### src/rtl/unstick_pkg.sv
package unstick_pkg;

    typedef enum logic [2:0] {
        US_IDLE,
        US_SETTLE,
        US_TEST,
        US_PULSE,
        US_FINISH
    } us_state_e;

    localparam int unsigned US_SYNC_STAGES = 2;
    localparam int unsigned US_SETTLE_CYC  = US_SYNC_STAGES + 1;

endpackage

### src/rtl/unstick_sync.sv
module unstick_sync #(
    parameter int unsigned WIDTH  = 2,
    parameter int unsigned STAGES = 2
) (
    input  logic             clk,
    input  logic             rst_n,
    input  logic [WIDTH-1:0] raw_i,
    output logic [WIDTH-1:0] sync_o
);

    logic [WIDTH-1:0] stage_q [STAGES];

    for (genvar g = 0; g < STAGES; g++) begin : g_stage
        logic [WIDTH-1:0] stage_d;
        if (g == 0) begin : g_first
            assign stage_d = raw_i;
        end else begin : g_next
            assign stage_d = stage_q[g-1];
        end
        always_ff @(posedge clk or negedge rst_n) begin
            if (!rst_n) stage_q[g] <= '1;
            else        stage_q[g] <= stage_d;
        end
    end

    assign sync_o = stage_q[STAGES-1];

endmodule

### src/rtl/unstick_timer.sv
module unstick_timer #(
    parameter int unsigned WIDTH = 8
) (
    input  logic             clk,
    input  logic             rst_n,
    input  logic             clr_i,
    output logic [WIDTH-1:0] cnt_o
);

    logic [WIDTH-1:0] cnt_d, cnt_q;

    always_comb begin
        cnt_d = clr_i ? '0 : cnt_q + 1'b1;
    end

    always_ff @(posedge clk or negedge rst_n) begin
        if (!rst_n) cnt_q <= '0;
        else        cnt_q <= cnt_d;
    end

    assign cnt_o = cnt_q;

endmodule

### src/rtl/i2c_unstick.sv
module i2c_unstick
    import unstick_pkg::*;
#(
    parameter int unsigned CLK_HZ    = 5_000_000,
    parameter int unsigned HOLD_US   = 10,
    parameter int unsigned MAX_TRIES = 100
) (
    input  logic clk,
    input  logic rst_n,
    input  logic rec_req_i,
    input  logic scl_in_i,
    input  logic sda_in_i,
    output logic scl_pull_o,
    output logic sda_pull_o,
    output logic ctl_hold_o,
    output logic reinit_o,
    output logic done_o,
    output logic bus_ok_o
);

    localparam int unsigned HOLD_CYC = (CLK_HZ / 1000) * HOLD_US / 1000;
    localparam int unsigned MAX_PHASE = (HOLD_CYC > US_SETTLE_CYC) ? HOLD_CYC : US_SETTLE_CYC;
    localparam int unsigned CW = $clog2(MAX_PHASE + 1);
    localparam int unsigned TW = $clog2(MAX_TRIES + 1);
    localparam logic [CW-1:0] HOLD_LAST   = CW'(HOLD_CYC - 1);
    localparam logic [CW-1:0] SETTLE_LAST = CW'(US_SETTLE_CYC - 1);
    localparam logic [TW-1:0] TRY_LIMIT   = TW'(MAX_TRIES);

    typedef struct packed {
        us_state_e     st;
        logic [TW-1:0] tries;
        logic          ok;
    } us_regs_t;

    us_regs_t        cur_q, nxt_d;
    logic            tmr_clr;
    logic [CW-1:0]   tmr_cnt;
    logic [1:0]      line_sync;
    logic            bus_free;

    unstick_sync #(.WIDTH(2), .STAGES(US_SYNC_STAGES)) u_sync (
        .clk    (clk),
        .rst_n  (rst_n),
        .raw_i  ({scl_in_i, sda_in_i}),
        .sync_o (line_sync)
    );

    unstick_timer #(.WIDTH(CW)) u_timer (
        .clk   (clk),
        .rst_n (rst_n),
        .clr_i (tmr_clr),
        .cnt_o (tmr_cnt)
    );

    assign bus_free = &line_sync;

    always_comb begin
        nxt_d = cur_q;
        unique case (cur_q.st)
            US_IDLE: begin
                if (rec_req_i) begin
                    nxt_d.st    = US_SETTLE;
                    nxt_d.tries = '0;
                    nxt_d.ok    = 1'b0;
                end
            end
            US_SETTLE: begin
                if (tmr_cnt == SETTLE_LAST) nxt_d.st = US_TEST;
            end
            US_TEST: begin
                if (bus_free) begin
                    nxt_d.st = US_FINISH;
                    nxt_d.ok = 1'b1;
                end else if (cur_q.tries == TRY_LIMIT) begin
                    nxt_d.st = US_FINISH;
                    nxt_d.ok = 1'b0;
                end else begin
                    nxt_d.st    = US_PULSE;
                    nxt_d.tries = cur_q.tries + 1'b1;
                end
            end
            US_PULSE: begin
                if (tmr_cnt == HOLD_LAST) nxt_d.st = US_SETTLE;
            end
            US_FINISH: begin
                nxt_d.st = US_IDLE;
            end
            default: nxt_d.st = US_IDLE;
        endcase
        tmr_clr = (nxt_d.st != cur_q.st);
    end

    always_ff @(posedge clk or negedge rst_n) begin
        if (!rst_n) begin
            cur_q.st    <= US_IDLE;
            cur_q.tries <= '0;
            cur_q.ok    <= 1'b0;
        end else begin
            cur_q <= nxt_d;
        end
    end

    assign scl_pull_o = (cur_q.st == US_PULSE);
    assign sda_pull_o = 1'b0;
    assign ctl_hold_o = (cur_q.st == US_SETTLE) || (cur_q.st == US_TEST) || (cur_q.st == US_PULSE);
    assign done_o     = (cur_q.st == US_FINISH);
    assign reinit_o   = (cur_q.st == US_FINISH);
    assign bus_ok_o   = cur_q.ok;

    // Checker state: length of the current low pulse and pulses in this run.
    logic [CW:0] low_run_q;
    int unsigned pulse_cnt_q;
    logic        pull_prev_q;

    always_ff @(posedge clk or negedge rst_n) begin
        if (!rst_n) begin
            low_run_q   <= '0;
            pulse_cnt_q <= 0;
            pull_prev_q <= 1'b0;
        end else begin
            pull_prev_q <= scl_pull_o;
            low_run_q   <= scl_pull_o ? low_run_q + 1'b1 : '0;
            if (!ctl_hold_o)                     pulse_cnt_q <= 0;
            else if (scl_pull_o && !pull_prev_q) pulse_cnt_q <= pulse_cnt_q + 1;
        end
    end

    p_no_pull_when_idle_r2: assert property (@(posedge clk) disable iff (!rst_n)
        !ctl_hold_o |-> !scl_pull_o);

    p_free_stops_pulses_r5: assert property (@(posedge clk) disable iff (!rst_n)
        (cur_q.st == US_TEST && bus_free) |=> (!scl_pull_o && done_o && bus_ok_o));

    p_pulse_len_r4: assert property (@(posedge clk) disable iff (!rst_n)
        (!scl_pull_o && pull_prev_q) |-> (low_run_q == (CW+1)'(HOLD_CYC)));

    p_pulse_bound_r6: assert property (@(posedge clk) disable iff (!rst_n)
        (scl_pull_o && !pull_prev_q) |-> (pulse_cnt_q < MAX_TRIES));

    p_finish_after_hold_r7: assert property (@(posedge clk) disable iff (!rst_n)
        done_o |-> ($past(ctl_hold_o) && reinit_o && !ctl_hold_o));

    p_done_single_r7: assert property (@(posedge clk) disable iff (!rst_n)
        done_o |=> !done_o);

    p_run_not_restarted_r9: assert property (@(posedge clk) disable iff (!rst_n)
        ctl_hold_o |=> (ctl_hold_o || done_o));

    p_ok_held_r10: assert property (@(posedge clk) disable iff (!rst_n)
        (!ctl_hold_o && !done_o && !rec_req_i) |=> $stable(bus_ok_o));

endmodule

### config.mk
export PLATFORM = sky130hd
export DESIGN_NAME = i2c_unstick
export DESIGN_NICKNAME = d
export VERILOG_FILES = /design/src/rtl/unstick_pkg.sv /design/src/rtl/unstick_sync.sv /design/src/rtl/unstick_timer.sv /design/src/rtl/i2c_unstick.sv
export SDC_FILE = /design/constraint.sdc
export NUM_CORES = 1
export LEC_CHECK = 0
export ABC_AREA = 1
export CAP_MARGIN = 20
export CORE_MARGIN = 3
export CORE_UTILIZATION = 50
export DETAILED_ROUTE_END_ITERATION = 10
export PLACE_DENSITY = 0.72
export SYNTH_ARGS = -nofsm -noshare
export SYNTH_HDL_FRONTEND = slang
export SYNTH_SLANG_ARGS = --single-unit
### constraint.sdc
create_clock -name clk -period 1.7 [get_ports clk]
set_clock_uncertainty 0.2 [all_clocks]
set_input_delay 0.51 -clock clk [delete_from_list [all_inputs] [get_ports clk]]
set_output_delay 0.51 -clock clk [all_outputs]
set_load 0.01 [all_outputs]
==> run metrics, run 1 <==
status finished, violations left; failing checks setup timing; area grow syn2layout 54.1%; standard-cell row count 16; fin util 86.2%; Peak Freq between 400 and 500 MHz; syn nets 151; area of the multi-input gates around 700 µm²; mux contribution to synthesized area 0%; Period minus WS final 2.03 ns; setup violators final 19; register area share after synthesis 46.0%; initial core utilization a little under three fifths; worst skew pair latency 0.33 ns; PwrDens between 1500 and 2000 nW/µm²; antenna cells 0; area share of the largest cell type after synthesis a little under two fifths; critical path class flop to flop; largest family of logic cells by synthesized area simple AND/OR/NAND/NOR gates; drc violations 0; CTS clk-pin slew, worst paths between 0.1 and 0.15 ns; reg2reg end u_timer.cnt_o[1]; initial antenna violation count 0; Compound-Gate Fraction of Synth Area ~3.8%; Synth area leaders dfrtp_1, dfstp_2, nand2_1; vias in the first global route between 1000 and 1500; post-synth top area cell dfrtp_1; CP Max Fanout 6; root buf cell clkbuf_4; required time worst endpoint roughly 1.8 ns; final hold vios 0; die area approximately 3000 µm²; hold crit path type flop to flop; TritonCTS clock tree yes; DR iter-0 viols ~110; fin worst setup slack -0.335 ns; Crit path arrival time ~2.1 ns; leakage power about 0.86 nW; Vias ~1300; syn avg cell area slightly above 8 µm²; post-synthesis xor/xnor area fraction 3.80%; simple-gate share of the synthesized area 31.9%; fillers 90; Worst Setup Start Kind flop; switch share roughly 45%; Die Width around 54 µm; largest net degree at the start of global routing 22; synthesized area ~1200 µm²; Final ANT Viol Nets 0; via/cell ratio around 6; PortBufs 9; Final Wtd Congestion 0.773; total global-route track usage a little over a quarter; TritonCTS Sinks 21; most frequent cells in the layout inv_1, buf_4, nand2_1; adder-cell share of the synthesized area around 5.4%; RSZ-0062 raised after global routing yes; hold path depth 0; Yosys cell types 23; Net Switching 1.21 mW; #FFs+latches synth 21; Hold Path Origin u_sync.g_stage[1].stage_d[0]; total power draw roughly 2.7 mW; Comb pwr share between 60% and 70%; Flop pwr share 26.9%; Clock power frac 9.9%; Post-CTS Hold Buffers 0; I/O pin total 11; hold endpoint u_sync.sync_o[0]; setup TNS -4.25 ns; CTS Buffer Depth 2; Syn. warnings 0; P_int between 1 and 1.5 mW; Num CTS Buffers 3; Crit. End Element flop; Reg2Reg Depth 11; Crit Reg-Reg Startpoint cur_q[10]; final worst-path cycle share 120%; grt ovf 0; htree depth 1; DP HPWL around 1.8 mm; Max VDD drop between 0.001 and 0.0015 V; Final #Nets slightly below 200; max-slew violation count 0; Storage cell area between 500 and 600 µm²; share of layout cells above drive strength 1 between 40% and 50%; post-detailed-route wirelength per cell 19.4 µm; first-pass GRT wire length roughly 5.3 mm; Die Ht around 54 µm; Post-Route WL a little over 4 mm; WHS between 0.15 and 0.2 ns; CORE AREA 2060 µm²; drt first pass iters 5; max-cap violation count 0; register-to-register setup slack -0.33 ns; cells after synthesis around 140
[how the worst max path moves through the flow]
stage / from / endpoint / slack (ns)
floorplan: cur_q[1] / cur_q[4] / 0.12
global placement: cur_q[8] / scl_pull_o / -0.19
detailed placement: cur_q[8] / scl_pull_o / -0.26
CTS: cur_q[9] / reinit_o / -0.21
global route: cur_q[2] / u_timer.cnt_o[4] / -0.40
finish: cur_q[10] / u_timer.cnt_o[1] / -0.33
[critical path: stages (launching register included)]
cell and delay [ns]:
dfrtp_1 0.47, buf_6 0.16, buf_6 0.11, nor2_4 0.12, buf_6 0.12, nand3b_1 0.10, nand2_1 0.09, inv_1 0.07
nand2_2 0.13, o21ai_4 0.09, buf_12 0.14, nor3_2 0.15
[layer usage]
metal | part of all wire, % | track usage [%] | vias to the layer above
met5 | 0 | 0 | -
met4 | 7.3 | 10.8 | 0
met2 | 47 | 45.8 | 116
li1 | - | - | 536
met1 | 35 | 29.4 | 594
met3 | 11 | 7.48 | 39
[through the flow]
step           setup slack [ns]  cells  instance area (µm²)
6_report                 -0.335    213                 1780
5_1_grt                  -0.401    213                 1780
4_1_cts                  -0.210    210                 1630
3_5_place_dp             -0.257    191                 1400
3_3_place_gp             -0.188    191                 1400
2_1_floorplan             0.117    141                 1160
[sequential cells by signal (all words and copies together), names as in the netlist]
register and count:
bus_ok_o 1, cur_q 10, u_sync.g_stage.stage_d 2, u_sync.sync_o 2, u_timer.cnt_o 6
[what timing repair did]
action,CTS,global route
endpoints found under the setup margin,13,22
pin swaps,9,12
hold endpoints to repair,0,0
buffers inserted,15,6
resized for setup,50,35
[power by group through the flow]
stage	Clock (mW)	Sequential [mW]	Combinational, mW
6_report	0.265	0.721	1.70
5_1_grt	0.294	0.729	1.79
4_1_cts	0.260	0.698	1.19
3_5_place_dp	0	0.719	0.818
3_3_place_gp	0	0.712	0.781
2_1_floorplan	0	0.707	0.463
[cells in the mapped netlist, drive strengths merged]
library cell,n
xnor2,1
o21ai,5
nand3,13
dfstp,4
dfrtp,17
nand4,5
nand2,27
inv,20
ha,5
nor3,9
or2,2
a21oi,3
buf,3
nand3b,3
conb,1
nor2,19
xor2,4
[cells by family (layout without fill, tap and decap cells)]
logic type	count (synthesis)	count (layout)
flops	21	21
xor+xnor	5	5
buf+inv	23	68
other cells	1	1
simple gates	78	78
fa+ha+maj	5	5
compound gates	8	8
[layout make-up]
type                    count  share of cell area (%)
inverters                  20                    4.22
well taps                  27                    1.90
clock inverters             1                   0.422
clock buffers               3                    1.27
flip-flops and latches     21                    29.9
repair buffers             44                    23.0
multi-input cells          97                    39.3
Power figures use the tool's default switching activity.
==> inputs of run 2 (changes only) <==
--- a/config.mk
+++ b/config.mk
@@ -8,9 +8,9 @@
 export ABC_AREA = 1
 export CAP_MARGIN = 20
 export CORE_MARGIN = 3
-export CORE_UTILIZATION = 50
+export CORE_UTILIZATION = 40
 export DETAILED_ROUTE_END_ITERATION = 10
-export PLACE_DENSITY = 0.72
+export PLACE_DENSITY = 0.59
 export SYNTH_ARGS = -nofsm -noshare
 export SYNTH_HDL_FRONTEND = slang
 export SYNTH_SLANG_ARGS = --single-unit
==> run 2 against run 1 <==
Against the previous run:
- global-route usage down 8.9 points
- worst hold slack worse by 0.0027 ns
- sequential cell count unchanged
- critical path depth down 6
- maximum frequency up 6.5%
- critical endpoint is now scl_pull_o
- final cell count unchanged
- worst setup slack better by 0.12 ns
- total power down 21%
- the run still ends with setup timing left
- count of clock-buffer cells in the layout up 1
- wire length down 35%
- highest routed layer unchanged
- non-clock buffer count down 3
- clock power down 7.5%
==> run metrics, run 2 (synthesis gave the netlist of run 1 again) <==
status finished, violations left; failing checks setup timing; Vias between 1000 and 1500; drc violations 0; most common cell after layout, fill and taps aside buf_4; PwrDens around 1300 nW/µm²; CTS clk-pin slew, worst paths 0.13 ns; critical path class flop to output port; max reg flops 10; area grow syn2layout 41.9%; reg2reg end u_timer.cnt_o[0]; RSZ-0062 raised after global routing yes; total global-route track usage roughly 17%; Top reg by flops cur_q; Final #Nets 194; CP delay by family, top flip-flops; Peak Freq 523 MHz; DR iter-0 viols 38; Final Wtd Congestion between 0.7 and 0.8; CP Max Fanout 3; Hold Path Origin u_sync.g_stage[1].stage_d[0]; first-pass GRT wire length roughly 4.6 mm; hold path depth 0; area of the multi-input gates approximately 600 µm²; PortBufs 9; grt ovf 0; Crit. End Element output port; vias in the first global route between 1000 and 1500; post-detailed-route wirelength per cell roughly 13 µm; max-cap violation count 0; Post-CTS Hold Buffers 0; leakage power between 0.8 and 0.9 nW; root buf cell clkbuf_4; CTS Buffer Depth 2; share of layout cells above drive strength 1 between 30 and 40%; CORE AREA approximately 2600 µm²; Crit Reg-Reg Startpoint cur_q[9]; antenna cells 0; hold crit path type flop to flop; setup violators final 20; htree depth 1; Worst Setup Start Kind flop; hold endpoint u_sync.sync_o[0]; worst path cell trace buf_6, nor2_4, nand2_2, inv_1, buf_2; fillers roughly 220; Die Width about 60 µm; fin util 62.6%; Die Ht approximately 60 µm; Final ANT Viol Nets 0; DP HPWL between 1.5 and 2 mm; crit-path max cell delay around 0.44 ns; required time worst endpoint between 0.9 and 1 ns; fin worst setup slack -0.211 ns; CP Buf/Inv Count 3; via/cell ratio 4.97; Num CTS Buffers 3; Reg2Reg Depth 9; most frequent cells in the layout buf_4, nand2_1, inv_1; worst skew pair latency 0.31 ns; TritonCTS clock tree yes; Crit path arrival time roughly 1.2 ns; I/O pin total 11; post-route design area 1640 µm²; Placed Area around 1400 µm²; initial core utilization 44.2%; initial antenna violation count 0; TritonCTS Sinks 21; standard-cell row count 18; largest net degree at the start of global routing 22; Post-Route WL around 2.7 mm; die area ~3600 µm²; register-to-register setup slack -0.19 ns; Storage cell area roughly 530 µm²; WHS 0.162 ns; drt first pass iters 5; max-slew violation count 0; Period minus WS final roughly 1.9 ns; Worst path slowest cell dfrtp_1; final hold vios 0; Max VDD drop 0.000917 V; final worst-path cycle share 112%
## run 2: power by group
group	total (mW)	internal [mW]	leakage [nW]	switching (mW)
Clock	0.245	0.0915	0.0150	0.154
Combinational	1.16	0.550	0.541	0.607
Sequential	0.705	0.603	0.269	0.102
Total	2.11	1.24	0.825	0.863
## run 2: worst max-delay path by stage
stage,cells after the start,startpoint,slack [ns],to
floorplan,10,cur_q[1],0.12,cur_q[4]
global placement,5,cur_q[8],-0.19,scl_pull_o
detailed placement,5,cur_q[8],-0.24,scl_pull_o
CTS,5,cur_q[10],-0.17,scl_pull_o
global route,9,cur_q[9],-0.30,u_timer.cnt_o[0]
finish,5,cur_q[10],-0.21,scl_pull_o
## run 2: final cells by class
type	count	share of cell area (%)
Inverter	20	4.59
Timing Repair Buffer	41	21.6
Multi-Input combinational cell	97	37.5
Sequential cell	21	32.4
Tap cell	30	2.29
Clock buffer	4	1.61
## run 2: layer usage
metal / track usage, % / wire [µm] / vias up
met5: 0 / 0 / -
met2: 27.3 / 1260 / 35
li1: - / - / 530
met3: 4.32 / 176 / 6
met4: 4.43 / 50 / 0
met1: 23.4 / 1210 / 488
## run 2: worst reg2reg max path: cells and delay by family (launching register included)
family | cells | cell delay [ns]
buffers and inverters | 2 | 0.29
flip-flops | 1 | 0.43
AND/OR/NAND/NOR | 7 | 0.89
## run 2: what timing repair did
item | CTS | global route
cloned | 0 | 0
setup buffers | 9 | 3
pin swaps | 10 | 4
endpoints found under the setup margin | 12 | 21
resized for setup | 38 | 12
## run 2: through the flow
step / power (mW) / setup slack [ns] / instances / setup TNS, ns
3_5_place_dp: 1.60 / -0.238 / 197 / -2.51
4_1_cts: 2.03 / -0.175 / 210 / -1.73
2_1_floorplan: 1.17 / 0.117 / 141 / 0
6_report: 2.11 / -0.211 / 213 / -2.46
3_3_place_gp: 1.57 / -0.194 / 197 / -2.33
5_1_grt: 2.27 / -0.296 / 213 / -4.63
==> inputs of run 3 (changes only) <==
--- a/config.mk
+++ b/config.mk
@@ -7,7 +7,7 @@
 export LEC_CHECK = 0
 export ABC_AREA = 1
 export CAP_MARGIN = 20
-export CORE_MARGIN = 3
+export CORE_MARGIN = 2
 export CORE_UTILIZATION = 40
 export DETAILED_ROUTE_END_ITERATION = 10
 export PLACE_DENSITY = 0.59
==> run 3 against run 2 <==
Against the previous run:
- the run still ends with setup timing left
- worst hold slack improved by 0.0038 ns
- sequential cell count unchanged
- non-clock buffer count increased by 1
- first-iteration DRC count increased by 45%
- total power increased by 2.6%
- largest cell class unchanged
==> run metrics, run 3 (synthesis gave the netlist of run 1 again) <==
status finished, violations left; failing checks setup timing; PortBufs 9; most common cell after layout, fill and taps aside buf_4; Top reg by flops cur_q; worst skew pair latency 0.31 ns; Die Width 57.7 µm; setup violators final 18; TritonCTS Sinks 21; TritonCTS clock tree yes; Crit path arrival time between 1 and 1.5 ns; area grow syn2layout 43.6%; via/cell ratio roughly 5.1; worst setup path startpoint cur_q[10]; placed insts 196; Vias 1094; Crit. End Element output port; share of layout cells above drive strength 1 between 30% and 40%; max reg flops 10; initial core utilization 41.8%; hold crit path type flop to flop; post-route design area 1660 µm²; DR iter-0 viols 55; Die Ht approximately 58 µm; first-pass GRT wire length roughly 4.4 mm; final worst-path cycle share 115%; root buf cell clkbuf_4; Num CTS Buffers 3; DP HPWL ~1.8 mm; standard-cell row count 19; Final #Nets between 150 and 200; WHS about 0.17 ns; max-slew violation count 0; Final ANT Viol Nets 0; drt first pass iters 5; antenna cells 0; Layout Cells excl Fill 215; total global-route track usage 17.2%; Crit Reg-Reg Startpoint cur_q[10]; required time worst endpoint 0.99 ns; worst slack, placed -0.314 ns; CORE AREA about 2800 µm²; htree depth 1; Placed Area 1410 µm²; total power draw roughly 2.2 mW; PwrDens ~1300 nW/µm²; max-cap violation count 0; final hold vios 0; CP Max Fanout 3; I/O pin total 11; grt ovf 0; initial antenna violation count 0; Hold Path Origin u_sync.g_stage[1].stage_d[1]; die area approximately 3300 µm²; vias in the first global route 1038; Worst Setup Start Kind flop; critical path class flop to output port; fin util approximately three fifths; Max VDD drop ~0.00087 V; post-detailed-route wirelength per cell 12.4 µm; setup TNS -2.06 ns; largest net degree at the start of global routing 22; leakage power a little over 0.8 nW; drc violations 0; CTS Buffer Depth 2; RSZ-0062 raised after global routing yes; Final Wtd Congestion around 0.85; Period minus WS final roughly 2 ns; Peak Freq about 500 MHz; Post-Route WL approximately 2.7 mm; most frequent cells in the layout buf_4, nand2_1, nor2_1; CTS clk-pin slew, worst paths about 0.13 ns; fin worst setup slack -0.258 ns
[run 3: final cells by class]
| class | count | area (µm²) |
|---|---|---|
| Clock inverter | 1 | 7.51 |
| Inverter | 20 | 77.6 |
| Multi-Input combinational cell | 97 | 629 |
| Tap cell | 31 | 38.8 |
| Sequential cell | 21 | 532 |
| Timing Repair Buffer | 42 | 349 |
| Fill cell | 233 | 1100 |
| Clock buffer | 3 | 22.5 |
[run 3: final timing paths]
check,to,slack (ns),cells after the start
min reg2reg,u_sync.sync_o[1],0.17,0
min in group asynchronous,u_timer.cnt_o[4],0.33,2
max in group asynchronous,u_sync.sync_o[1],0.75,2
max,scl_pull_o,-0.26,5
min,u_sync.sync_o[1],0.17,0
max reg2reg,cur_q[1],-0.16,10
[run 3: layer usage]
layer	up-vias	wire length (µm)	track usage, %
met3	4	113	3.35
li1	536	-	-
met1	524	1220	23.3
met4	0	27	3.99
met2	30	1310	28.7
met5	-	0	0
[run 3: where the power goes]
| part | total [mW] | switching (mW) | internal, mW |
|---|---|---|---|
| combinational | 1.19 | 0.637 | 0.552 |
| sequential | 0.717 | 0.112 | 0.605 |
| clock | 0.256 | 0.166 | 0.0895 |
[run 3: critical path: stages (launching register included)]
cell and delay, ns:
dfrtp_1 0.45, buf_4 0.16, nor2_4 0.08, nand2_1 0.07, inv_1 0.06, buf_2 0.12
[run 3: what timing repair did]
action	in CTS	in global routing
gates resized for setup	34	21
hold endpoints to repair	0	0
endpoints found under the setup margin	12	20
pin swaps	2	6
setup buffers	11	4
hold buffers	0	0
